File: config.mk
export PLATFORM = sky130hd
export DESIGN_NAME = strobe_seq
export DESIGN_NICKNAME = d
export VERILOG_FILES = /design/src/rtl/strobe_seq_pkg.sv /design/src/rtl/strobe_wait_sync.sv /design/src/rtl/strobe_word_decode.sv /design/src/rtl/strobe_seq_ctrl.sv /design/src/rtl/strobe_out_regs.sv /design/src/rtl/strobe_seq.sv
export SDC_FILE = /design/constraint.sdc
export NUM_CORES = 1
export LEC_CHECK = 0
export ABC_AREA = 1
export BUFFER_PORTS_ARGS = -buffer_cell sky130_fd_sc_hd__buf_2
export CAP_MARGIN = 25
export CORE_AREA = 2 2 39 41
export CTS_BUF_LIST = sky130_fd_sc_hd__clkbuf_8
export DETAILED_ROUTE_END_ITERATION = 8
export DIE_AREA = 0 0 41 43
export HOLD_SLACK_MARGIN = 0.05
export PLACE_DENSITY = 0.76
export SETUP_SLACK_MARGIN = 0.1
export SYNTH_ARGS = -nofsm -noshare
export SYNTH_HDL_FRONTEND = slang
export SYNTH_SLANG_ARGS = --single-unit
export TNS_END_PERCENT = 50
File: constraint.sdc
create_clock -name clk_i -period 1.28 [get_ports clk_i]
set_clock_uncertainty 0.2 [all_clocks]
set_input_delay 0 -clock clk_i [delete_from_list [all_inputs] [get_ports clk_i]]
set_output_delay 0 -clock clk_i [all_outputs]
set_load 0.1 [all_outputs]
File: src/rtl/strobe_seq_pkg.sv
`timescale 1ns/1ps
package strobe_seq_pkg;
  typedef enum logic {PH_FIRST = 1'b0, PH_SECOND = 1'b1} half_t;

  typedef struct packed {
    logic l4_early;
    logic l4_late;
    logic l5_early;
    logic l5_late;
    logic wait_en;
    logic late_capture;
  } step_ctl_t;
endpackage

File: src/rtl/strobe_wait_sync.sv
`timescale 1ns/1ps
module strobe_wait_sync #(
  parameter int unsigned STAGES = 2
) (
  input  logic clk_i,
  input  logic rst_ni,
  input  logic async_i,
  output logic sync_o
);
  logic [STAGES-1:0] stg_q;

  always_ff @(posedge clk_i or negedge rst_ni) begin
    if (!rst_ni) stg_q[0] <= 1'b0;
    else         stg_q[0] <= async_i;
  end

  for (genvar i = 1; i < STAGES; i++) begin : g_stage
    always_ff @(posedge clk_i or negedge rst_ni) begin
      if (!rst_ni) stg_q[i] <= 1'b0;
      else         stg_q[i] <= stg_q[i-1];
    end
  end

  assign sync_o = stg_q[STAGES-1];

  if (STAGES >= 2) begin : g_chk
    AST_SYNC_CHAIN: assert property (@(posedge clk_i) disable iff (!rst_ni)
      !$stable(sync_o) |-> (sync_o == $past(stg_q[STAGES-2])));
  end
endmodule

File: src/rtl/strobe_word_decode.sv
`timescale 1ns/1ps
module strobe_word_decode
  import strobe_seq_pkg::*;
#(
  parameter int unsigned WORD_W       = 32,
  parameter int unsigned L4_EARLY_BIT = 16,
  parameter int unsigned L4_LATE_BIT  = 17,
  parameter int unsigned L5_EARLY_BIT = 18,
  parameter int unsigned L5_LATE_BIT  = 19
) (
  input  logic [WORD_W-1:0] word_i,
  input  logic              wait_mode_i,
  output step_ctl_t         ctl_o
);
  logic unused_word;
  assign unused_word = ^word_i;

  // line-4 bits are reinterpreted in wait mode; the line itself parks high
  always_comb begin
    ctl_o.l5_early     = word_i[L5_EARLY_BIT];
    ctl_o.l5_late      = word_i[L5_LATE_BIT];
    ctl_o.l4_early     = wait_mode_i ? 1'b1 : word_i[L4_EARLY_BIT];
    ctl_o.l4_late      = wait_mode_i ? 1'b1 : word_i[L4_LATE_BIT];
    ctl_o.wait_en      = wait_mode_i & word_i[L4_EARLY_BIT];
    ctl_o.late_capture = wait_mode_i & word_i[L4_LATE_BIT];
  end
endmodule

File: src/rtl/strobe_seq_ctrl.sv
`timescale 1ns/1ps
module strobe_seq_ctrl
  import strobe_seq_pkg::*;
(
  input  logic  clk_i,
  input  logic  rst_ni,
  input  logic  valid_i,
  input  logic  waen_i,
  input  logic  wait_s_i,
  output half_t phase_o,
  output logic  frozen_o,
  output logic  load_early_o,
  output logic  load_late_o,
  output logic  go_idle_o
);
  half_t ph_q;
  logic  frozen_q;

  always_ff @(posedge clk_i or negedge rst_ni) begin
    if (!rst_ni) begin
      ph_q     <= PH_FIRST;
      frozen_q <= 1'b0;
    end else if (frozen_q) begin
      if (!wait_s_i) frozen_q <= 1'b0;
    end else if (ph_q == PH_FIRST) begin
      if (valid_i) ph_q <= PH_SECOND;
    end else begin
      ph_q <= PH_FIRST;
      if (waen_i && wait_s_i) frozen_q <= 1'b1;
    end
  end

  assign phase_o      = ph_q;
  assign frozen_o     = frozen_q;
  assign load_early_o = !frozen_q && (ph_q == PH_FIRST) && valid_i;
  assign load_late_o  = !frozen_q && (ph_q == PH_SECOND);
  assign go_idle_o    = !frozen_q && (ph_q == PH_FIRST) && !valid_i;

  AST_FRZ_IN_FIRST: assert property (@(posedge clk_i) disable iff (!rst_ni)
    frozen_q |-> (ph_q == PH_FIRST));
  AST_FRZ_ENTRY: assert property (@(posedge clk_i) disable iff (!rst_ni)
    $rose(frozen_q) |-> $past(ph_q == PH_SECOND && waen_i && wait_s_i));
  AST_WORD_TWO_CLK: assert property (@(posedge clk_i) disable iff (!rst_ni)
    (ph_q == PH_SECOND) |=> (ph_q == PH_FIRST));
  AST_RESUME_ON_LOW: assert property (@(posedge clk_i) disable iff (!rst_ni)
    $fell(frozen_q) |-> !$past(wait_s_i));
endmodule

File: src/rtl/strobe_out_regs.sv
`timescale 1ns/1ps
module strobe_out_regs
  import strobe_seq_pkg::*;
(
  input  logic      clk_i,
  input  logic      rst_ni,
  input  step_ctl_t ctl_i,
  input  logic      read_i,
  input  logic      load_early_i,
  input  logic      load_late_i,
  input  logic      go_idle_i,
  input  logic      frozen_i,
  output logic      line4_o,
  output logic      line5_o,
  output logic      capture_o
);
  logic line4_q, line5_q, cap_q;

  always_ff @(posedge clk_i or negedge rst_ni) begin
    if (!rst_ni) begin
      line4_q <= 1'b1;
      line5_q <= 1'b1;
      cap_q   <= 1'b0;
    end else if (load_early_i) begin
      line4_q <= ctl_i.l4_early;
      line5_q <= ctl_i.l5_early;
      cap_q   <= read_i & ~ctl_i.late_capture;
    end else if (load_late_i) begin
      line4_q <= ctl_i.l4_late;
      line5_q <= ctl_i.l5_late;
      cap_q   <= read_i & ctl_i.late_capture;
    end else if (go_idle_i) begin
      line4_q <= 1'b1;
      line5_q <= 1'b1;
      cap_q   <= 1'b0;
    end else begin
      cap_q   <= 1'b0; // frozen: lines hold
    end
  end

  assign line4_o   = line4_q;
  assign line5_o   = line5_q;
  assign capture_o = cap_q;

  AST_FROZEN_HOLD: assert property (@(posedge clk_i) disable iff (!rst_ni)
    frozen_i |=> ($stable(line4_q) && $stable(line5_q) && !cap_q));
  AST_IDLE_LEVELS: assert property (@(posedge clk_i) disable iff (!rst_ni)
    go_idle_i |=> (line4_q && line5_q && !cap_q));
endmodule

File: src/rtl/strobe_seq.sv
`timescale 1ns/1ps
module strobe_seq
  import strobe_seq_pkg::*;
#(
  parameter int unsigned WORD_W       = 32,
  parameter int unsigned L4_EARLY_BIT = 16,
  parameter int unsigned L4_LATE_BIT  = 17,
  parameter int unsigned L5_EARLY_BIT = 18,
  parameter int unsigned L5_LATE_BIT  = 19,
  parameter int unsigned SYNC_STAGES  = 2
) (
  input  logic              clk_i,
  input  logic              rst_ni,
  input  logic              word_valid_i,
  input  logic [WORD_W-1:0] word_i,
  input  logic              read_i,
  input  logic              wait_mode_i,
  input  logic              wait_i,
  output logic              line4_o,
  output logic              line5_o,
  output logic              capture_o,
  output logic              stall_o,
  output logic              phase_o
);
  step_ctl_t ctl;
  half_t     phase;
  logic      wait_s, frozen, load_early, load_late, go_idle;

  strobe_wait_sync #(.STAGES(SYNC_STAGES)) u_sync (
    .clk_i  (clk_i),
    .rst_ni (rst_ni),
    .async_i(wait_i),
    .sync_o (wait_s)
  );

  strobe_word_decode #(
    .WORD_W      (WORD_W),
    .L4_EARLY_BIT(L4_EARLY_BIT),
    .L4_LATE_BIT (L4_LATE_BIT),
    .L5_EARLY_BIT(L5_EARLY_BIT),
    .L5_LATE_BIT (L5_LATE_BIT)
  ) u_dec (
    .word_i     (word_i),
    .wait_mode_i(wait_mode_i),
    .ctl_o      (ctl)
  );

  strobe_seq_ctrl u_ctrl (
    .clk_i       (clk_i),
    .rst_ni      (rst_ni),
    .valid_i     (word_valid_i),
    .waen_i      (ctl.wait_en),
    .wait_s_i    (wait_s),
    .phase_o     (phase),
    .frozen_o    (frozen),
    .load_early_o(load_early),
    .load_late_o (load_late),
    .go_idle_o   (go_idle)
  );

  strobe_out_regs u_out (
    .clk_i       (clk_i),
    .rst_ni      (rst_ni),
    .ctl_i       (ctl),
    .read_i      (read_i),
    .load_early_i(load_early),
    .load_late_i (load_late),
    .go_idle_i   (go_idle),
    .frozen_i    (frozen),
    .line4_o     (line4_o),
    .line5_o     (line5_o),
    .capture_o   (capture_o)
  );

  assign stall_o = frozen;
  assign phase_o = (phase == PH_SECOND);

  AST_WAIT_MODE_L4_HIGH: assert property (@(posedge clk_i) disable iff (!rst_ni)
    (wait_mode_i && !stall_o) |=> line4_o);
  AST_NO_STALL_MODE0: assert property (@(posedge clk_i) disable iff (!rst_ni)
    (!wait_mode_i && !stall_o) |=> !stall_o);
  AST_NO_STALL_WAEN0: assert property (@(posedge clk_i) disable iff (!rst_ni)
    (phase_o && !stall_o && !ctl.wait_en) |=> !stall_o);
endmodule

-- Yosys cells after proc, flatten, opt, wreduce, memory -nomap -nowiden
Index checks and enable logic that the tools add are counted.
- bits in registers: 7
- bits of input ports: 38
- output and inout bits: 5
- word-level logic and storage cells: 36
- multiplexer cells: 15
- reductions and logical operators: 8
- bitwise operators: 6
- operator list (operator ; count):
    two-way mux 1 bit ; 15
    logical AND 1 bit ; 5
    bitwise AND 1 bit ; 4
    nonzero test 3 bit ; 1
    zero test 1 bit ; 2
    NOT 1 bit ; 2

-- Depth between registers and ports, before layout
- depth after elaboration: 6
- depth in mapped cells: 5

-- Hierarchy
A second synthesis with hierarchy kept.
- cells, all modules: 49
- area, all modules: 356.6 sq um
- by module, submodules not included (module ; instances ; area an instance (sq um) ; cells an instance ; seq. area each (sq um)):
    strobe_out_regs ; 1 ; 165.2 ; 24 ; 77.6
    strobe_seq_ctrl ; 1 ; 92.6 ; 12 ; 50.0
    strobe_wait_sync ; 1 ; 50.0 ; 2 ; 50.0
    strobe_word_decode ; 1 ; 48.8 ; 11 ; 0.0

-- Least setup slack after synthesis
No wires, ideal clock.
- path type: reg-to-reg
- start point: register u_ctrl.frozen_q, in the netlist u_ctrl.frozen_o
- end point: register u_ctrl.ph_q, in the netlist u_ctrl.phase_o
- setup time: 0.126 ns
- stages on the path, launching flop included: 4
- path slack: -0.351 ns
- arrival time: 1.305 ns
- path buffers: 0
- data required time: 0.954 ns
- cell sequence: dfrtp_1 > inv_2 > a21oi_1 > a21oi_1
- RTL lines (what ; RTL line ; RTL):
    start, declared ; strobe_seq_ctrl.sv:17 ; logic frozen_q;
    start signal, assigned ; strobe_seq_ctrl.sv:22 ; frozen_q <= 1'b0;
    start signal, assigned ; strobe_seq_ctrl.sv:24 ; if (!wait_s_i) frozen_q <= 1'b0;
    start signal, assigned ; strobe_seq_ctrl.sv:29 ; if (waen_i && wait_s_i) frozen_q <= 1'b1;
    end signal, assigned ; strobe_seq_ctrl.sv:21 ; ph_q <= PH_FIRST;
    end signal, assigned ; strobe_seq_ctrl.sv:26 ; if (valid_i) ph_q <= PH_SECOND;
    end signal, assigned ; strobe_seq_ctrl.sv:28 ; ph_q <= PH_FIRST;
    end, declared ; strobe_seq_ctrl.sv:16 ; half_t ph_q;

-- Final worst setup path
- start point: register u_out.line4_q, in the netlist u_out.line4_o
- end point: output line4_o
- RTL lines (what ; RTL line ; RTL):
    start, declared ; strobe_out_regs.sv:17 ; logic line4_q, line5_q, cap_q;
    start signal, assigned ; strobe_out_regs.sv:25 ; line4_q <= ctl_i.l4_early;
    start signal, assigned ; strobe_out_regs.sv:29 ; line4_q <= ctl_i.l4_late;
    end, declared ; strobe_seq.sv:19 ; output logic line4_o,
No word-level cell between the ends.

==> flow_metrics.py <==
metrics = {
    "status": {
        "status": "complete, no violations",
    },
    "global_routing": {
        "grt_first_pass_wirelength_mm": 1.18,
        "grt_usage_pct": 10.6,
        "first_global_vias": 306,
        "grt_max_degree": 10,
        "gr-total-overflow": 0,
        "antenna_found_initial": 0,
    },
    "detailed_routing": {
        "drt_wl_total_um": 718,
        "wl_per_cell_um": 9.45,
        "drt_iter0_drc": 3,
        "remaining_drc_errors": 0,
        "vias": 310,
        "routed_via_density": 4.08,
        "ant_nets": 0,
        "drtPass1Iterations": 4,
    },
    "pwr": {
        "netSwitchingFraction_pct": 45.7,
        "power_frac_seq_pct": 28.6,
        "power_mw": 1.41,
        "intPower_uw": 768,
        "p_switching_uw": 646,
        "ir_drop_v": 0.000847,
        "clkPwrFrac_pct": 21.4,
        "power_density_mw_per_mm2": 2280,
        "leakage_nw": 0.308,
        "p_comb_share_pct": 50.0,
    },
    "clock_tree": {
        "cts_buffer_depth": 2,
        "cts_buffers": 3,
        "clk-insertion-delay-late_ns": 0.23,
        "cts_tree": "done",
        "htree_levels": 1,
        "cts.sinks": 7,
        "post-cts-setup-buffers": 0,
        "cts-root-buf": "clkbuf_8",
        "cts.reportedPaths.clkPinSlew_ns": 0.04,
    },
    "setup_path": {
        "crit_chain": "buf_12",
        "rr_startpoint": "u_ctrl.frozen_o$_DFF_PN0_",
        "critPathSlowestCell": "dfstp_4",
        "worstSetupPathType": "register to output port",
        "worst-r2r-cell-count": 3,
        "path_buf_inv": 1,
        "slowest_delay_ns": 0.62,
        "worstPathMaxFanout": 2,
        "end_kind": "output port",
        "r2r_slack_ns": 0.17,
        "reg2reg_to": "u_out.line5_o$_DFFE_PN1P_",
        "cp_top_family": "flip-flops",
        "cp.required_ns": 1.08,
        "cp.arrival_ns": 1.01,
        "cp-start-kind": "register",
    },
    "logic_synthesis": {
        "synth-seq-cells": 7,
        "synth_area_leaders": "dfrtp_1 (39%), dfstp_2 (16%), nand2_1 (8.2%), nand2_2 (3.9%), nand4_1 (3.9%)",
        "synth_nets": 71,
        "yosys_warnings": 0,
        "synthAdderAreaFrac_pct": 0,
        "synthCells": 33,
        "synth.cell_area_sq_um": 322,
        "netlist.area_leader.share_pct": 38.9,
        "synth_cell_type_count": 16,
        "synth-simple-area-share_pct": 29.6,
        "syn_avg_cell_area_sq_um": 9.74,
        "synth_top_family_by_area": "simple AND/OR/NAND/NOR gates",
        "synth_largest_area_cell": "dfrtp_1",
        "synth-compound-area-share_pct": 7.00,
        "yosysSeqAreaShare_pct": 55.3,
        "synth-xor-area-share_pct": 0,
        "synthMuxAreaShare_pct": 0,
    },
    "layout": {
        "antennaDiodeCount": 0,
        "drive_gt1_share_pct": 45.0,
        "areaGrowthSynthToFinish_pct": 92.6,
        "layout.nets": 99,
        "postLayoutCellArea_sq_um": 619,
        "utilization_pct": 44.8,
        "fill_cells": 140,
    },
    "floorplan": {
        "die_h_um": 43,
        "die_w_um": 41,
        "start_util_pct": 23.2,
        "pin_count": 43,
        "core_sq_mm": 0.00138,
        "rows": 14,
        "die_area_sq_mm": 0.00176,
    },
    "placed_design": {
        "dpl_cell_area_sq_um": 472,
        "gp_congestion": 0.768,
        "dpl.hpwl_um": 493,
        "post-place-ws_ns": 0.157,
        "io_buffers": 14,
    },
    "sta": {
        "setup_slack_ns": 0.0667,
        "worstMarginPinSlew_ns": 0.483,
        "maxSlewViolCount": 0,
        "rsz0062_at_grt": "yes",
        "clock.fmax_ghz": 0.824,
        "slew_headroom_pct": 68.0,
        "finalSetupViolations": 0,
        "hold_viol": 0,
        "layout_min_cycle_time_ns": 1.21,
        "min_period_over_period_pct": 94.8,
    },
    "flow_run": {
        "cap_violations": 0,
    },
    "hold_path": {
        "holdCritPathClass": "input pin to asynchronous set/reset pin",
    },
}
-- flip-flops by register name, summed over array words and instances (netlist names) --
register / count
u_out.line5_o: 1
u_ctrl.frozen_o: 1
u_out.line4_o: 1
u_ctrl.phase_o: 1
u_sync.stg_q: 1
u_out.capture_o: 1
u_sync.sync_o: 1
-- cells in the final DEF, fill, tap and decap left out, types with 2 or more instances in the layout --
master	n
nand2_2	2
inv_1	4
nand2_1	7
buf_12	4
nand4_1	2
dlygate4sd3_1	9
dfrtp_1	3
dfrtp_4	2
nor2_1	2
clkbuf_8	3
buf_2	10
a21oi_1	2
-- how the worst max path moves through the flow --
stage	startpoint	to	slack, ns	cells past startpoint
after floorplan	u_ctrl.phase_o$_DFFE_PN0N_	u_out.line4_o$_DFFE_PN1P_	-0.00005	5
after global placement	u_ctrl.frozen_o$_DFF_PN0_	u_out.line5_o$_DFFE_PN1P_	0.20	3
after detailed placement	u_ctrl.frozen_o$_DFF_PN0_	u_out.line5_o$_DFFE_PN1P_	0.16	3
after CTS	u_out.line4_o$_DFFE_PN1P_	line4_o	0.06	1
after global routing	u_out.line4_o$_DFFE_PN1P_	line4_o	0.05	1
final	u_out.line4_o$_DFFE_PN1P_	line4_o	0.07	1
-- Yosys cell counts (all sizes together) --
library cell and n:
nand2 9, inv 4, a21oi 2, nand3 2, dfrtp 5, nor2 3
a21boi 1, o21ai 1, buf 1, nand4 2, nor3 1, dfstp 2
-- per-stage QoR --
step | hold WS [ns] | instances | setup TNS, ns
after floorplan | -0.496 | 33 | -0.0000481
after global placement | -0.366 | 62 | 0
after detailed placement | -0.359 | 62 | 0
after CTS | 0.0675 | 76 | 0
after global routing | 0.0978 | 76 | 0
final | 0.0743 | 76 | 0
-- cells by family (layout without fill, tap and decap cells) --
group / after synthesis / count (layout)
AND/OR/NAND/NOR: 17 / 17
flip-flops: 7 / 7
buffers and inverters: 5 / 32
AO/OA/AOI/OAI: 4 / 4
-- layer usage --
metal | global-route usage [%] | share of wire (%) | vias up
li1 | - | - | 159
met1 | 12.0 | 45 | 140
met2 | 15.0 | 49 | 11
met3 | 3.14 | 5.4 | 0
met4 | 10.0 | 0 | 0
met5 | 0 | 0 | -
-- power by group through the flow --
stage / registers [mW] / logic [mW] / clock network [mW]
floorplan: 0.723 / 0.150 / 0
global placement: 0.403 / 0.680 / 0
detailed placement: 0.406 / 0.687 / 0
CTS: 0.405 / 0.711 / 0.309
global route: 0.412 / 0.744 / 0.321
finish: 0.404 / 0.707 / 0.303
-- cell type report --
type                       count  area [sq um]  area share (%)
timing repair buffer          24           233            37.6
multi-input combinational     21           118            19.0
clock buffer                   3          41.3            6.67
tap                           16          20.0            3.23
clock inverter                 1          3.75           0.606
sequential                     7           189            30.5
inverter                       4          15.0            2.42
-- repair_timing --
| action | in CTS | in global routing |
|---|---|---|
| setup endpoints to repair | 1 | 9 |
| endpoints found under the hold margin | 13 | 0 |
| hold buffers | 10 | 0 |
| resized for setup | 0 | 1 |
(Power assumes the default switching activity.)
